--- src/rtl/txs_pkg.sv ---
package txs_pkg;

   typedef enum logic [2:0] {
      ST_IDLE,
      ST_WARM_OSC,
      ST_WARM_DIV,
      ST_WARM_AMP,
      ST_SEND,
      ST_OFF_AMP,
      ST_OFF_DIV
   } txs_state_e;

   // oscillator is on in every state except idle
   function automatic logic osc_on(txs_state_e s);
      return s != ST_IDLE;
   endfunction

   function automatic logic div_on(txs_state_e s);
      return (s == ST_WARM_DIV) || (s == ST_WARM_AMP) ||
             (s == ST_SEND)     || (s == ST_OFF_AMP);
   endfunction

   function automatic logic amp_on(txs_state_e s);
      return (s == ST_WARM_AMP) || (s == ST_SEND);
   endfunction

endpackage

--- src/rtl/txs_countdown.sv ---
// Loadable down-counter; holds at zero. A load of N gives N+1 cycles to zero.
module txs_countdown #(
   parameter int W = 16
) (
   input  logic         clk,
   input  logic         rst_n,
   input  logic         load,
   input  logic [W-1:0] load_val,
   output logic         zero
);

   logic [W-1:0] cnt_q;

   always_ff @(posedge clk or negedge rst_n) begin
      if (!rst_n)            cnt_q <= '0;
      else if (load)         cnt_q <= load_val;
      else if (cnt_q != '0)  cnt_q <= cnt_q - W'(1);
   end

   assign zero = (cnt_q == '0);

   // an expired timer stays expired until reloaded
   a_r2_timer_no_wrap: assert property (@(posedge clk) disable iff (!rst_n)
      (!load && cnt_q == '0) |=> cnt_q == '0);

endmodule

--- src/rtl/txs_hold_reg.sv ---
// One-byte holding register in front of the shifter.
module txs_hold_reg #(
   parameter int DATA_W = 8
) (
   input  logic              clk,
   input  logic              rst_n,
   input  logic              in_valid,
   input  logic [DATA_W-1:0] in_data,
   output logic              in_ready,
   input  logic              take,
   output logic              full,
   output logic [DATA_W-1:0] data
);

   logic              full_q;
   logic [DATA_W-1:0] data_q;

   always_ff @(posedge clk or negedge rst_n) begin
      if (!rst_n) begin
         full_q <= 1'b0;
         data_q <= '0;
      end else if (take) begin
         full_q <= 1'b0;
      end else if (in_valid && !full_q) begin
         full_q <= 1'b1;
         data_q <= in_data;
      end
   end

   assign in_ready = !full_q;
   assign full     = full_q;
   assign data     = data_q;

   // a waiting byte is never overwritten by an offer
   a_r1_no_overwrite: assert property (@(posedge clk) disable iff (!rst_n)
      (full_q && !take) |=> (full_q && $stable(data_q)));

endmodule

--- src/rtl/txs_sequencer.sv ---
// Power sequencing FSM, symbol timer and data shifter.
module txs_sequencer
   import txs_pkg::*;
#(
   parameter int DATA_W    = 8,
   parameter int TIME_W    = 16,
   parameter bit LSB_FIRST = 1'b1
) (
   input  logic              clk,
   input  logic              rst_n,
   input  logic              hold_full,
   input  logic [DATA_W-1:0] hold_data,
   output logic              take,
   input  logic [TIME_W-1:0] symbol_time,
   input  logic [TIME_W-1:0] osc_warm,
   input  logic [TIME_W-1:0] div_warm,
   input  logic [TIME_W-1:0] amp_warm,
   input  logic              repeat_byte,
   output txs_state_e        state,
   output logic              tx_bit
);

   localparam int IDX_W = (DATA_W > 1) ? $clog2(DATA_W) : 1;
   localparam logic [IDX_W-1:0] LAST_IDX = IDX_W'(DATA_W - 1);

   txs_state_e        state_q, state_d;
   logic [DATA_W-1:0] shift_q, cur_q, shifted;
   logic [IDX_W-1:0]  idx_q;
   logic              head;
   logic              tmr_load, tmr_zero;
   logic [TIME_W-1:0] tmr_val;
   logic              do_step, do_reload;

   generate
      if (LSB_FIRST) begin : g_lsb_first
         assign head    = shift_q[0];
         assign shifted = shift_q >> 1;
      end else begin : g_msb_first
         assign head    = shift_q[DATA_W-1];
         assign shifted = shift_q << 1;
      end
   endgenerate

   txs_countdown #(.W(TIME_W)) u_timer (
      .clk      (clk),
      .rst_n    (rst_n),
      .load     (tmr_load),
      .load_val (tmr_val),
      .zero     (tmr_zero)
   );

   always_comb begin
      state_d   = state_q;
      tmr_load  = 1'b0;
      tmr_val   = '0;
      take      = 1'b0;
      do_step   = 1'b0;
      do_reload = 1'b0;
      case (state_q)
         ST_IDLE: if (hold_full) begin
            state_d  = ST_WARM_OSC;
            tmr_load = 1'b1;
            tmr_val  = osc_warm;
         end
         ST_WARM_OSC: if (tmr_zero) begin
            state_d  = ST_WARM_DIV;
            tmr_load = 1'b1;
            tmr_val  = div_warm;
         end
         ST_WARM_DIV: if (tmr_zero) begin
            state_d  = ST_WARM_AMP;
            tmr_load = 1'b1;
            tmr_val  = amp_warm;
         end
         ST_WARM_AMP: if (tmr_zero) begin
            state_d  = ST_SEND;
            tmr_load = 1'b1;
            tmr_val  = symbol_time;
            take     = 1'b1;
         end
         ST_SEND: if (tmr_zero) begin
            tmr_val = symbol_time;
            if (idx_q != LAST_IDX) begin
               do_step  = 1'b1;
               tmr_load = 1'b1;
            end else if (repeat_byte) begin
               do_reload = 1'b1;
               tmr_load  = 1'b1;
            end else if (hold_full) begin
               take     = 1'b1;
               tmr_load = 1'b1;
            end else begin
               state_d = ST_OFF_AMP;
            end
         end
         ST_OFF_AMP: state_d = ST_OFF_DIV;
         ST_OFF_DIV: state_d = ST_IDLE;
         default:    state_d = ST_IDLE;
      endcase
   end

   always_ff @(posedge clk or negedge rst_n) begin
      if (!rst_n) begin
         state_q <= ST_IDLE;
         shift_q <= '0;
         cur_q   <= '0;
         idx_q   <= '0;
      end else begin
         state_q <= state_d;
         if (take) begin
            shift_q <= hold_data;
            cur_q   <= hold_data;
            idx_q   <= '0;
         end else if (do_reload) begin
            shift_q <= cur_q;
            idx_q   <= '0;
         end else if (do_step) begin
            shift_q <= shifted;
            idx_q   <= idx_q + IDX_W'(1);
         end
      end
   end

   assign state  = state_q;
   assign tx_bit = (state_q == ST_SEND) && head;

   // the bit on the line only changes when the symbol timer expires
   a_r2_bit_steady: assert property (@(posedge clk) disable iff (!rst_n)
      (state_q == ST_SEND && !tmr_zero) |=> $stable(tx_bit));
   // the divider stage always follows the oscillator stage
   a_r3_up_order: assert property (@(posedge clk) disable iff (!rst_n)
      (state_q == ST_WARM_OSC) |=> (state_q == ST_WARM_OSC || state_q == ST_WARM_DIV));
   // shutdown steps one stage per clock
   a_r7_down_order: assert property (@(posedge clk) disable iff (!rst_n)
      (state_q == ST_OFF_AMP) |=> (state_q == ST_OFF_DIV));
   // the shifter only loads from a full holding register
   a_r1_take_full: assert property (@(posedge clk) disable iff (!rst_n)
      take |-> hold_full);

endmodule

--- src/rtl/txs_level_ramp.sv ---
// Amplifier slice ramp: one slice toward the target per step tick.
module txs_level_ramp #(
   parameter int LEVEL_W = 5,
   parameter int TIME_W  = 16
) (
   input  logic               clk,
   input  logic               rst_n,
   input  logic               enable,
   input  logic [LEVEL_W-1:0] target,
   input  logic [TIME_W-1:0]  step_time,
   output logic [LEVEL_W-1:0] level
);

   logic [LEVEL_W-1:0] lvl_q;
   logic               at_target, step_zero, tick;

   assign at_target = (lvl_q == target);
   assign tick      = step_zero && !at_target;

   // settled: keep the step timer reloaded so a new target waits a full period
   txs_countdown #(.W(TIME_W)) u_step (
      .clk      (clk),
      .rst_n    (rst_n),
      .load     (at_target || tick),
      .load_val (step_time),
      .zero     (step_zero)
   );

   always_ff @(posedge clk or negedge rst_n) begin
      if (!rst_n)       lvl_q <= '0;
      else if (!enable) lvl_q <= '0;
      else if (tick)    lvl_q <= (target > lvl_q) ? lvl_q + LEVEL_W'(1) : lvl_q - LEVEL_W'(1);
   end

   assign level = enable ? lvl_q : '0;

   // the level never jumps more than one slice while enabled
   a_r4_one_slice: assert property (@(posedge clk) disable iff (!rst_n)
      enable |=> (!enable || lvl_q == $past(lvl_q) ||
                  lvl_q == $past(lvl_q) + LEVEL_W'(1) ||
                  lvl_q + LEVEL_W'(1) == $past(lvl_q)));

endmodule

--- src/rtl/tx_symbol_serializer.sv ---
module tx_symbol_serializer
   import txs_pkg::*;
#(
   parameter int DATA_W    = 8,
   parameter int TIME_W    = 16,
   parameter int LEVEL_W   = 5,
   parameter int DEV_W     = 7,
   parameter bit LSB_FIRST = 1'b1
) (
   input  logic               clk,
   input  logic               rst_n,
   input  logic               cfg_fsk_mode,
   input  logic [TIME_W-1:0]  cfg_symbol_time,
   input  logic [TIME_W-1:0]  cfg_step_time,
   input  logic [LEVEL_W-1:0] cfg_level_max,
   input  logic [DEV_W-1:0]   cfg_dev_word,
   input  logic [TIME_W-1:0]  cfg_osc_warm,
   input  logic [TIME_W-1:0]  cfg_div_warm,
   input  logic [TIME_W-1:0]  cfg_amp_warm,
   input  logic               tst_force_osc,
   input  logic               tst_force_div,
   input  logic               tst_force_amp,
   input  logic               tst_repeat,
   input  logic               tst_force_dev,
   input  logic               in_valid,
   input  logic [DATA_W-1:0]  in_data,
   output logic               in_ready,
   output logic               osc_en,
   output logic               div_en,
   output logic               amp_en,
   output logic [LEVEL_W-1:0] amp_level,
   output logic [DEV_W-1:0]   dev_out,
   output logic               tx_bit,
   output logic               idle
);

   generate
      if (DATA_W < 2 || TIME_W < 2 || LEVEL_W < 1 || DEV_W < 1) begin : g_bad_params
         $error("tx_symbol_serializer: parameter out of range");
      end
   endgenerate

   txs_state_e         state;
   logic               take, hold_full, sending;
   logic [DATA_W-1:0]  hold_data;
   logic [LEVEL_W-1:0] ramp_target;

   txs_hold_reg #(.DATA_W(DATA_W)) u_hold (
      .clk      (clk),
      .rst_n    (rst_n),
      .in_valid (in_valid),
      .in_data  (in_data),
      .in_ready (in_ready),
      .take     (take),
      .full     (hold_full),
      .data     (hold_data)
   );

   txs_sequencer #(
      .DATA_W    (DATA_W),
      .TIME_W    (TIME_W),
      .LSB_FIRST (LSB_FIRST)
   ) u_seq (
      .clk         (clk),
      .rst_n       (rst_n),
      .hold_full   (hold_full),
      .hold_data   (hold_data),
      .take        (take),
      .symbol_time (cfg_symbol_time),
      .osc_warm    (cfg_osc_warm),
      .div_warm    (cfg_div_warm),
      .amp_warm    (cfg_amp_warm),
      .repeat_byte (tst_repeat),
      .state       (state),
      .tx_bit      (tx_bit)
   );

   assign sending = (state == ST_SEND);
   assign osc_en  = osc_on(state) || tst_force_osc;
   assign div_en  = div_on(state) || tst_force_div;
   assign amp_en  = amp_on(state) || tst_force_amp;
   assign idle    = (state == ST_IDLE);

   // FSK keeps the amplifier at full level; OOK follows the data
   assign ramp_target = (sending && (cfg_fsk_mode || tx_bit)) ? cfg_level_max : '0;

   txs_level_ramp #(
      .LEVEL_W (LEVEL_W),
      .TIME_W  (TIME_W)
   ) u_ramp (
      .clk       (clk),
      .rst_n     (rst_n),
      .enable    (amp_en),
      .target    (ramp_target),
      .step_time (cfg_step_time),
      .level     (amp_level)
   );

   assign dev_out = (tst_force_dev || (sending && cfg_fsk_mode && tx_bit)) ? cfg_dev_word : '0;

   // a 1 bit in FSK mode carries the deviation word
   a_r6_dev_on_one: assert property (@(posedge clk) disable iff (!rst_n)
      (cfg_fsk_mode && tx_bit) |-> dev_out == cfg_dev_word);
   // amplifier never on without the divider unless forced
   a_r3_amp_needs_div: assert property (@(posedge clk) disable iff (!rst_n)
      (amp_en && !tst_force_amp && !tst_force_div) |-> div_en);
   // an idle chain drives no amplifier level
   a_r7_idle_quiet: assert property (@(posedge clk) disable iff (!rst_n)
      (idle && !tst_force_amp) |-> amp_level == '0);

endmodule

--- config.mk ---
export PLATFORM = sky130hd
export DESIGN_NAME = tx_symbol_serializer
export DESIGN_NICKNAME = d
export VERILOG_FILES = /design/src/rtl/txs_pkg.sv /design/src/rtl/txs_countdown.sv /design/src/rtl/txs_hold_reg.sv /design/src/rtl/txs_sequencer.sv /design/src/rtl/txs_level_ramp.sv /design/src/rtl/tx_symbol_serializer.sv
export SDC_FILE = /design/constraint.sdc
export NUM_CORES = 1
export LEC_CHECK = 0
export BUFFER_PORTS_ARGS = -buffer_cell sky130_fd_sc_hd__buf_2
export CORE_MARGIN = 1
export CORE_UTILIZATION = 45
export DETAILED_ROUTE_END_ITERATION = 8
export MAX_ROUTING_LAYER = met4
export PLACE_DENSITY_LB_ADDON = 0.05
export SLEW_MARGIN = 20
export SYNTH_ARGS = -nofsm -noshare
export SYNTH_HDL_FRONTEND = slang
export SYNTH_SLANG_ARGS = --single-unit
--- constraint.sdc ---
create_clock -name clk -period 4.65 [get_ports clk]
set_clock_uncertainty 0.2 [all_clocks]
set_input_delay 0.6975 -clock clk [delete_from_list [all_inputs] [get_ports clk]]
set_output_delay 0.6975 -clock clk [all_outputs]
set_load 0.05 [all_outputs]
==> results of run 1 <==
## metrics by stage
step                      hold slack, ps  total power [mW]  utilization [%]  area, um^2  std cells
after floorplan                      202             0.694                -        4400        484
after global placement               281             0.767             55.1        5160        723
after detailed placement             292             0.770             55.1        5160        723
after CTS                            307              1.32             57.4        5380        739
after global routing                 324              1.36             57.5        5390        739
final                                302              1.31             57.5        5390        739
## flip-flops by register name, indices dropped and copies added (netlist names)
signal,count
u_seq.cur_q,8
u_ramp.lvl_q,5
u_seq.u_timer.cnt_q,16
u_seq.shift_q,8
u_ramp.u_step.cnt_q,16
u_hold.data,8
u_hold.full,1
u_seq.idx_q,3
u_seq.state,3
## layout by cell type (no fill, tap or decap), types with 6 or more instances in the layout
cell / Yosys / layout
nor3_1: 13 / 13
dfrtp_1: 68 / 68
mux2_2: 32 / 32
a21oi_1: 30 / 30
nor2_1: 41 / 41
and2_1: 8 / 8
xnor2_1: 13 / 13
buf_4: 2 / 9
nor2b_1: 14 / 13
o21ai_0: 35 / 35
buf_2: 2 / 126
inv_1: 16 / 16
xor2_1: 9 / 9
a222oi_1: 7 / 7
mux2i_1: 7 / 7
ha_1: 14 / 14
nor4_1: 6 / 6
a22oi_1: 19 / 19
nand2_1: 46 / 46
clkbuf_8: 0 / 9
nand3_1: 10 / 10
## per-layer routing
metal / vias to the layer above / GRT usage [%] / wire length, um
met5: - / - / 0
met4: 0 / 7.36 / 206
met3: 18 / 3.54 / 540
met2: 104 / 37.7 / 5520
met1: 1924 / 31.7 / 5080
li1: 2001 / - / -
## final timing paths
check	end	slack (ps)
min in group asynchronous	u_seq.u_timer.cnt_q[10]$_DFFE_PN0P_	340
max reg2reg	u_ramp.lvl_q[4]$_DFFE_PN0P_	990
min	u_seq.idx_q[0]$_DFFE_PN0P_	300
min reg2reg	u_seq.idx_q[0]$_DFFE_PN0P_	300
max in group asynchronous	u_seq.state[1]$_DFFE_PN0P_	3330
max	u_ramp.lvl_q[4]$_DFFE_PN0P_	990
## critical path, delay by kind of cell (launching register included)
kind	cells	cell delay, ps
AND/OR/NAND/NOR	7	1390
flip-flops	1	400
adder cells (fa/ha/maj)	2	650
AO/OA/AOI/OAI	5	950
## kinds of logic after synthesis
| kind of cell | Yosys count | share of synthesized area [%] |
|---|---|---|
| simple gates | 170 | 20.0 |
| compound gates | 129 | 19.1 |
| flops | 68 | 38.7 |
| buf+inv | 41 | 3.72 |
| mux | 39 | 9.78 |
| xor+xnor | 22 | 4.38 |
| fa+ha+maj | 15 | 4.44 |
## report_power, final
| part | switching [mW] | leakage (nW) | total, mW | internal [mW] |
|---|---|---|---|---|
| registers | 0.0167 | 0.851 | 0.624 | 0.607 |
| clock network | 0.244 | 0.110 | 0.548 | 0.305 |
| logic | 0.0677 | 1.56 | 0.134 | 0.0659 |
## Yosys cell counts (5+ instances only)
cell      instances
nand3_1          10
nor2_1           41
a22oi_1          19
nor2b_1          14
o21ai_0          35
xor2_1            9
o31ai_1           5
nand4_1           5
nand2_1          46
and2_1            8
inv_1            16
clkbuf_1         19
a222oi_1          7
mux2i_1           7
a21o_1            5
dfrtp_1          68
a21oi_1          30
ha_1             14
nor4_1            6
nor3_1           13
mux2_2           32
xnor2_1          13
## cell type report
cell class / count / area share [%]
inverters: 16 / 1.11
clock buffers: 9 / 2.30
flip-flops and latches: 68 / 31.6
multi-input cells: 375 / 47.2
repair buffers: 135 / 13.0
clock inverters: 7 / 1.84
well taps: 129 / 3.00
==> impl_results.md, run 1 <==
- Status: completed
- Min cycle time layout: 3660 ps
- # hold bufs at CTS: 0
- Core Region: 9370 um^2
- Max-cap violation count: 0
- Total number of vias: 4047
- Number of synthesized flops with an enable pin: 0
- Worst Reg-to-Reg Cells: 14
- CP Class: flop to flop
- GP Congestion: 0.886
- Synth-to-Final Area Change: 22.4%
- Post-synth top area share: 38.7%
- Die footprint: 10200 um^2
- Clk buf depth: 2
- CP Launch Point: u_seq.state[1]$_DFFE_PN0P_
- Hold path start: u_seq.idx_q[0]$_DFFE_PN0P_
- RSZ-0062 raised after global routing: no
- Worst-path clk slew: 80 ps
- Global Route Usage Sum: 23.9%
- Worst path slowest cell: fa_1
- Max Clk Rate: 274 MHz
- Num rows: 35
- Multi-input logic area: 2540 um^2
- CTS tree: built
- Rel. slew slack: 42.3%
- Buffers on Ports: 126
- DRT Wirelength: 11300 um
- Final period utilization: 78.6%
- Cell Area, Synth: 4400 um^2
- CP arrival: 3730 ps
- Vias per cell: 5.48
- N_diodes: 0
- I/O pin total: 127
- Max stage delay on crit path: 500 ps
- Fin. max-slew vios: 0
- CTS Buf Count: 9
- Crit-path cells: nor3b_2 -> o21a_1 -> and2_1 -> ha_1 -> and3_1 -> o21ai_0 -> nand2_1 -> nand2_1 -> fa_1 -> a21o_1 -> a21o_1 -> and3_1 -> or4_1 -> a21oi_1
- Initial antenna violation count: 0
- Synth Flop Type: dfrtp_1
- Post-synth net total: 608
- Worst path required time: 4720 ps
- Post-CTS Setup Inserts: 0
- Die W: 101 um
- Pin count of the biggest net entering global routing: 69
- Post-synth top area cell: dfrtp_1
- Root Driver: clkbuf_8
- Crit Path Max Fanout: 5
- 1st-pass router iterations: 6
- Post-synth ARST share: 100%
- Detailed Place HPWL: 8340 um
- Worst r2r src: u_seq.state[1]$_DFFE_PN0P_
- Final setup vio count: 0
- Vias in the first global route: 3821
- Crit path launch type: flop
- Critical Path End Type: flop
- Worst setup margin: 994 ps
- Skew-Pair Late Insertion Delay: 340 ps
- Worst VDD drop: 0.144 mV
- Area contributors post-synth: dfrtp_1 (39%), mux2_2 (8.2%), ha_1 (4.0%), o21ai_0 (4.0%), nand2_1 (3.9%)
- # clock sinks: 68
- FF+latch count, synth: 68
- Worst Hold Class: flop to flop
- Syn avg cell area: 9.09 um^2
- Pwr/cell area: 242 nW/um^2
- Routed WL per cell: 15.4 um
- 1st-iter DRT viols: 230
- Initial Utilization: 47.0%
- Dpl ws: 661 ps
- Post-cts sizing count: 0
- P_leak: 2.52 nW
- Seq/Total Area, Yosys: 38.7%
- Chip Height: 101 um
- Grt total ovfl: 0
- Final ANT Viol Nets: 0
- # DRC: 0
- Yosys warns: 0
- Setup TNS Final: 0 ps
- Nets: 729
- Final hold vios: 0
- Reg area: 1700 um^2
- H-tree depth: 3
- Worst-margin pin slew: 865 ps
- Min-Delay Path Depth: 1
- Synth unique cells: 58
- Fill cells: 943
- Global-route wire length before repair: 18400 um
- Cells after Synth: 484
- Share of post-route cells with drive strength above 1: 32.0%
No activity file was read; power rests on OpenSTA's default activity.
==> inputs of run 2 (changes only) <==
Clock period 4.65 ns to 3.26 ns, I/O delays scaled along.
==> run 2 against run 1 <==
  * Via count up 0.96%
  * Setup slack worse by 950 ps
  * Sequential share of layout area down 1.3 points
  * Critical path depth unchanged
  * Core utilization up 2.5 points
  * Flip-flop and latch count unchanged
  * Clock power up 42%
  * Largest cell class unchanged
  * Global-route usage up 0.38 points
  * Combinational power up 42%
  * Design area up 4.3%
  * Die area unchanged
  * Clock-buffer cell count up 1
==> impl_results.md, run 2 (synthesis results as in run 1) <==
- Global Route Usage Sum: 24.2%
- Placed cell area: 5350 um^2
- Most frequent cells in the layout: buf_2 (126), dfrtp_1 (68), nand2_1 (44)
- Max stage delay on crit path: 410 ps
- P_leak: 2.63 nW
- Vias per cell: 5.40
- Rel. slew slack: 40.8%
- Power consumption: 1.86 mW
- CP Class: flop to flop
- Grt total ovfl: 0
- Pin count of the biggest net entering global routing: 69
- Buffers on Ports: 126
- Skew-Pair Late Insertion Delay: 330 ps
- Routed WL per cell: 15.1 um
- Most common cell after layout, fill and taps aside: buf_2
- Worst path slowest cell: dfrtp_1
- Share of post-route cells with drive strength above 1: 36.2%
- Synth-to-Final Area Change: 27.6%
- Worst-margin pin slew: 888 ps
- RSZ-0062 raised after global routing: yes
- FF-to-FF setup slack: 50 ps
- # hold bufs at CTS: 0
- Clk buf depth: 2
- Worst VDD drop: 0.252 mV
- GP Congestion: 0.892
- DRT Wirelength: 11400 um
- 1st-pass router iterations: 6
- Chip Height: 101 um
- Final core utilization: 59.9%
- N_diodes: 0
- CP arrival: 3280 ps
- Max-cap violation count: 0
- Total number of vias: 4086
- Initial Utilization: 47.0%
- Crit Path Max Fanout: 5
- Worst Hold Class: input pin to async pin
- Worst path required time: 3330 ps
- CTS tree: built
- Max Clk Rate: 311 MHz
- Root Driver: clkbuf_8
- Die W: 101 um
- Crit-path cells: nor3b_4 -> o21a_4 -> and2_4 -> ha_4 -> a21o_1 -> a21oi_2 -> nand2_2 -> nand2_4 -> ha_4 -> a21o_1 -> a21o_1 -> and3_1 -> or4_1 -> a21oi_2
- Die footprint: 10200 um^2
- Final setup vio count: 0
- CTS Buf Count: 9
- Final ANT Viol Nets: 0
- Min cycle time layout: 3210 ps
- Detailed Place HPWL: 8480 um
- Critical Path End Type: flop
- Fin. max-slew vios: 0
- Post-Layout Cell Count: 756
- Nets: 746
- Worst Reg-to-Reg Cells: 14
- Final hold vios: 0
- Worst-path clk slew: 80 ps
- Vias in the first global route: 3934
- Biggest regs: u_ramp.u_step.cnt_q x16, u_seq.u_timer.cnt_q x16
- 1st-iter DRT viols: 206
- Core Region: 9370 um^2
- Fill cells: 882
- Status: completed
- # clock sinks: 68
- Most frequent CP cell: a21o_1
- Worst r2r src: u_seq.state[0]$_DFFE_PN0P_
- I/O pin total: 127
- RR Endpoint: u_ramp.lvl_q[4]$_DFFE_PN0P_
- Final Cell Area: 5620 um^2
- Final period utilization: 98.5%
- # DRC: 0
- Pwr/cell area: 331 nW/um^2
- Initial antenna violation count: 0
- Num rows: 35
- Crit path launch type: flop
- Dpl cells: 738
- Global-route wire length before repair: 18800 um
- H-tree depth: 3
[run 2: per-layer routing]
layer | up-vias | wire (um) | GRT usage (%)
met1 | 1946 | 5390 | 31.9
li1 | 2033 | - | -
met3 | 6 | 466 | 3.47
met2 | 101 | 5420 | 39.5
met4 | 0 | 104 | 6.02
met5 | - | 0 | -
[run 2: timing repair]
action,4_1_cts,5_1_grt
cloned,0,0
buffers inserted,1,1
gates resized for setup,3,4
pin swaps,7,3
endpoints found under the setup margin,1,1
[run 2: worst max-delay path by stage]
stage,end,start,slack [ps]
4_1_cts,u_ramp.lvl_q[4]$_DFFE_PN0P_,u_seq.state[1]$_DFFE_PN0P_,9
5_1_grt,u_ramp.lvl_q[4]$_DFFE_PN0P_,u_seq.state[0]$_DFFE_PN0P_,-120
3_3_place_gp,u_ramp.lvl_q[4]$_DFFE_PN0P_,cfg_fsk_mode,-100
6_report,u_ramp.lvl_q[4]$_DFFE_PN0P_,u_seq.state[0]$_DFFE_PN0P_,50
3_5_place_dp,u_ramp.lvl_q[4]$_DFFE_PN0P_,cfg_fsk_mode,-160
2_1_floorplan,u_ramp.lvl_q[4]$_DFFE_PN0P_,u_seq.state[0]$_DFFE_PN0P_,-160
[run 2: cell type report]
cell class / count / area, um^2 / area share [%]
multi-input combinational: 375 / 2640 / 47.0
clock buffer: 10 / 138 / 2.45
timing repair buffer: 152 / 826 / 14.7
tap: 129 / 161 / 2.87
clock inverter: 6 / 87.6 / 1.56
sequential: 68 / 1700 / 30.3
inverter: 16 / 60.1 / 1.07
[run 2: metrics by stage]
stage / hold slack (ps) / TNS (ps) / setup WS (ps)
global route: 141 / -115 / -115
floorplan: -6.59 / -163 / -163
CTS: 136 / 0 / 9.34
detailed placement: 286 / -157 / -157
global placement: 286 / -101 / -101
finish: 138 / 0 / 48.1
[run 2: power by group]
part	leakage, nW	switching [mW]	internal, mW
combinational	1.67	0.0957	0.0940
sequential	0.851	0.0230	0.866
clock	0.116	0.326	0.452
[run 2: worst max-delay path: cells and delay by family (launching register included)]
family	cells	cell delay [ps]
flip-flops	1	410
adder cells (fa/ha/maj)	2	400
AO/OA/AOI/OAI	6	1000
AND/OR/NAND/NOR	6	1120
==> inputs of run 3 (changes only) <==
Settings changed: SETUP_SLACK_MARGIN from default to 0.5.
==> run 3 against run 2 <==
  * Register-to-register slack better by 30 ps
  * Design area is 3.2% higher
  * Clock power is 6.9% lower
  * Worst hold slack worse by 7.2 ps
  * Sequential share of layout area is 0.95 points lower
  * Total power is 2.1% lower
  * Maximum frequency is 0.82% higher
  * Non-clock buffer count is 10 higher
  * Via count is 2.5% higher
  * Routed wire length is 8.0% higher
  * First-iteration DRC count is 0.97% lower
  * Global-route usage is 1.4 points higher
  * Critical path type unchanged
  * Critical endpoint unchanged
  * Largest power group unchanged
==> impl_results.md, run 3 (synthesis results as in run 1) <==
- Status: completed
- Worst path required time: 3350 ps
- CTS Buf Count: 9
- Worst-margin pin slew: 680 ps
- Post-Layout Cell Count: 766
- Global-route wire length before repair: 19400 um
- FF-to-FF setup slack: 70 ps
- Grt total ovfl: 0
- Global Route Usage Sum: 25.6%
- # clock sinks: 68
- Most common cell after layout, fill and taps aside: buf_2
- CP arrival: 3270 ps
- DRT Wirelength: 12300 um
- RR Endpoint: u_ramp.lvl_q[4]$_DFFE_PN0P_
- Root Driver: clkbuf_8
- Total number of vias: 4188
- RSZ-0062 raised after global routing: yes
- Worst-path clk slew: 90 ps
- Pin count of the biggest net entering global routing: 29
- Chip Height: 101 um
- Initial antenna violation count: 0
- Hold path start: cfg_step_time[6]
- Die W: 101 um
- Final period utilization: 97.7%
- Dpl cells: 741
- Max Clk Rate: 314 MHz
- Buffers on Ports: 126
- H-tree depth: 3
- Synth-to-Final Area Change: 31.8%
- 1st-pass router iterations: 5
- Most frequent cells in the layout: buf_2 (119), dfrtp_1 (68), nand2_1 (44)
- Vias in the first global route: 3993
- Min cycle time layout: 3190 ps
- Final core utilization: 61.9%
- P_leak: 2.69 nW
- # DRC: 0
- Clk buf depth: 2
- Max-cap violation count: 0
- Skew-Pair Late Insertion Delay: 350 ps
- CTS tree: built
- Biggest regs: u_ramp.u_step.cnt_q x16, u_seq.u_timer.cnt_q x16
- N_diodes: 0
- Share of post-route cells with drive strength above 1: 39.7%
- Rel. slew slack: 54.7%
- Setup TNS Final: 0 ps
- WHS: 131 ps
- Crit Path Max Fanout: 5
- Pwr/cell area: 313 nW/um^2
- Initial Utilization: 47.0%
- Die footprint: 10200 um^2
- Nets: 756
- Fin. max-slew vios: 0
- Worst Reg-to-Reg Cells: 14
- Detailed Place HPWL: 8990 um
- Min-Delay Path Depth: 2
- Core Region: 9370 um^2
- Worst Hold Class: input pin to flop
- Num rows: 35
- Crit path launch type: flop
- Final hold vios: 0
- GP Congestion: 0.881
- Final setup vio count: 0
- Power consumption: 1.82 mW
- I/O pin total: 127
- 1st-iter DRT viols: 204
- Vias per cell: 5.47
- CP Class: flop to flop
- Routed WL per cell: 16.0 um
- Hold Path End: u_ramp.u_step.cnt_q[6]$_DFFE_PN0P_
- Critical Path End Type: flop
- Final ANT Viol Nets: 0
- Worst VDD drop: 0.317 mV
- Worst r2r src: u_seq.state[2]$_DFFE_PN0P_
run 3: changes by cell type in the layout (fill, tap and decap cells not counted), moves of 6 or more:
cell	previous run	this run
buf_4	26	38
nor2b_2	1	7
nor2b_1	13	6
buf_2	126	119
run 3: worst max-delay path by stage:
stage | start | to | slack, ps
4_1_cts | u_seq.state[2]$_DFFE_PN0P_ | u_ramp.lvl_q[4]$_DFFE_PN0P_ | 20
6_report | u_seq.state[2]$_DFFE_PN0P_ | u_ramp.lvl_q[4]$_DFFE_PN0P_ | 70
3_3_place_gp | cfg_fsk_mode | u_ramp.lvl_q[4]$_DFFE_PN0P_ | -70
5_1_grt | u_seq.state[0]$_DFFE_PN0P_ | u_ramp.lvl_q[4]$_DFFE_PN0P_ | -30
2_1_floorplan | u_seq.state[0]$_DFFE_PN0P_ | u_ramp.lvl_q[4]$_DFFE_PN0P_ | -160
3_5_place_dp | cfg_fsk_mode | u_ramp.lvl_q[4]$_DFFE_PN0P_ | -150
run 3: critical path, cell delays in order, from the launching register on:
cell	delay, ps
dfrtp_1	390
nor3b_4	160
o21a_4	140
and2_4	170
ha_4	260
and3_4	220
o21ai_2	70
nand2_2	70
nand2_4	70
fa_2	340
a21o_1	160
a21o_1	160
and3_4	170
or4_4	410
a21oi_2	130
run 3: through the flow:
stage	area [um^2]	setup slack (ps)
global placement	5400	-72.9
floorplan	4530	-163
global route	5800	-28.7
detailed placement	5400	-153
CTS	5680	16.2
finish	5800	74.1
run 3: layout make-up:
class,instances,area [um^2]
flip-flops and latches,68,1700
inverters,16,60.1
fillers,868,3570
multi-input cells,375,2720
repair buffers,162,958
clock buffers,9,124
well taps,129,161
clock inverters,7,76.3
run 3: what timing repair did:
item	4_1_cts	5_1_grt
hold buffers	1	0
pin swaps	13	8
cloned	0	1
setup buffers	3	4
hold endpoints to repair	26	0
endpoints found under the setup margin	18	25
resized for setup	9	25
run 3: metal layers:
metal | global-route usage, % | part of all wire, % | vias to the layer above
met4 | 8.25 | 1.4 | 0
met3 | 3.26 | 4.6 | 11
met1 | 34.2 | 47 | 1992
li1 | - | - | 2066
met5 | - | 0 | -
met2 | 40.6 | 47 | 119
run 3: power by group:
part           internal, mW  total [mW]  switching [mW]
sequential            0.866       0.889          0.0230
clock                 0.357       0.724           0.367
combinational         0.103       0.205           0.102
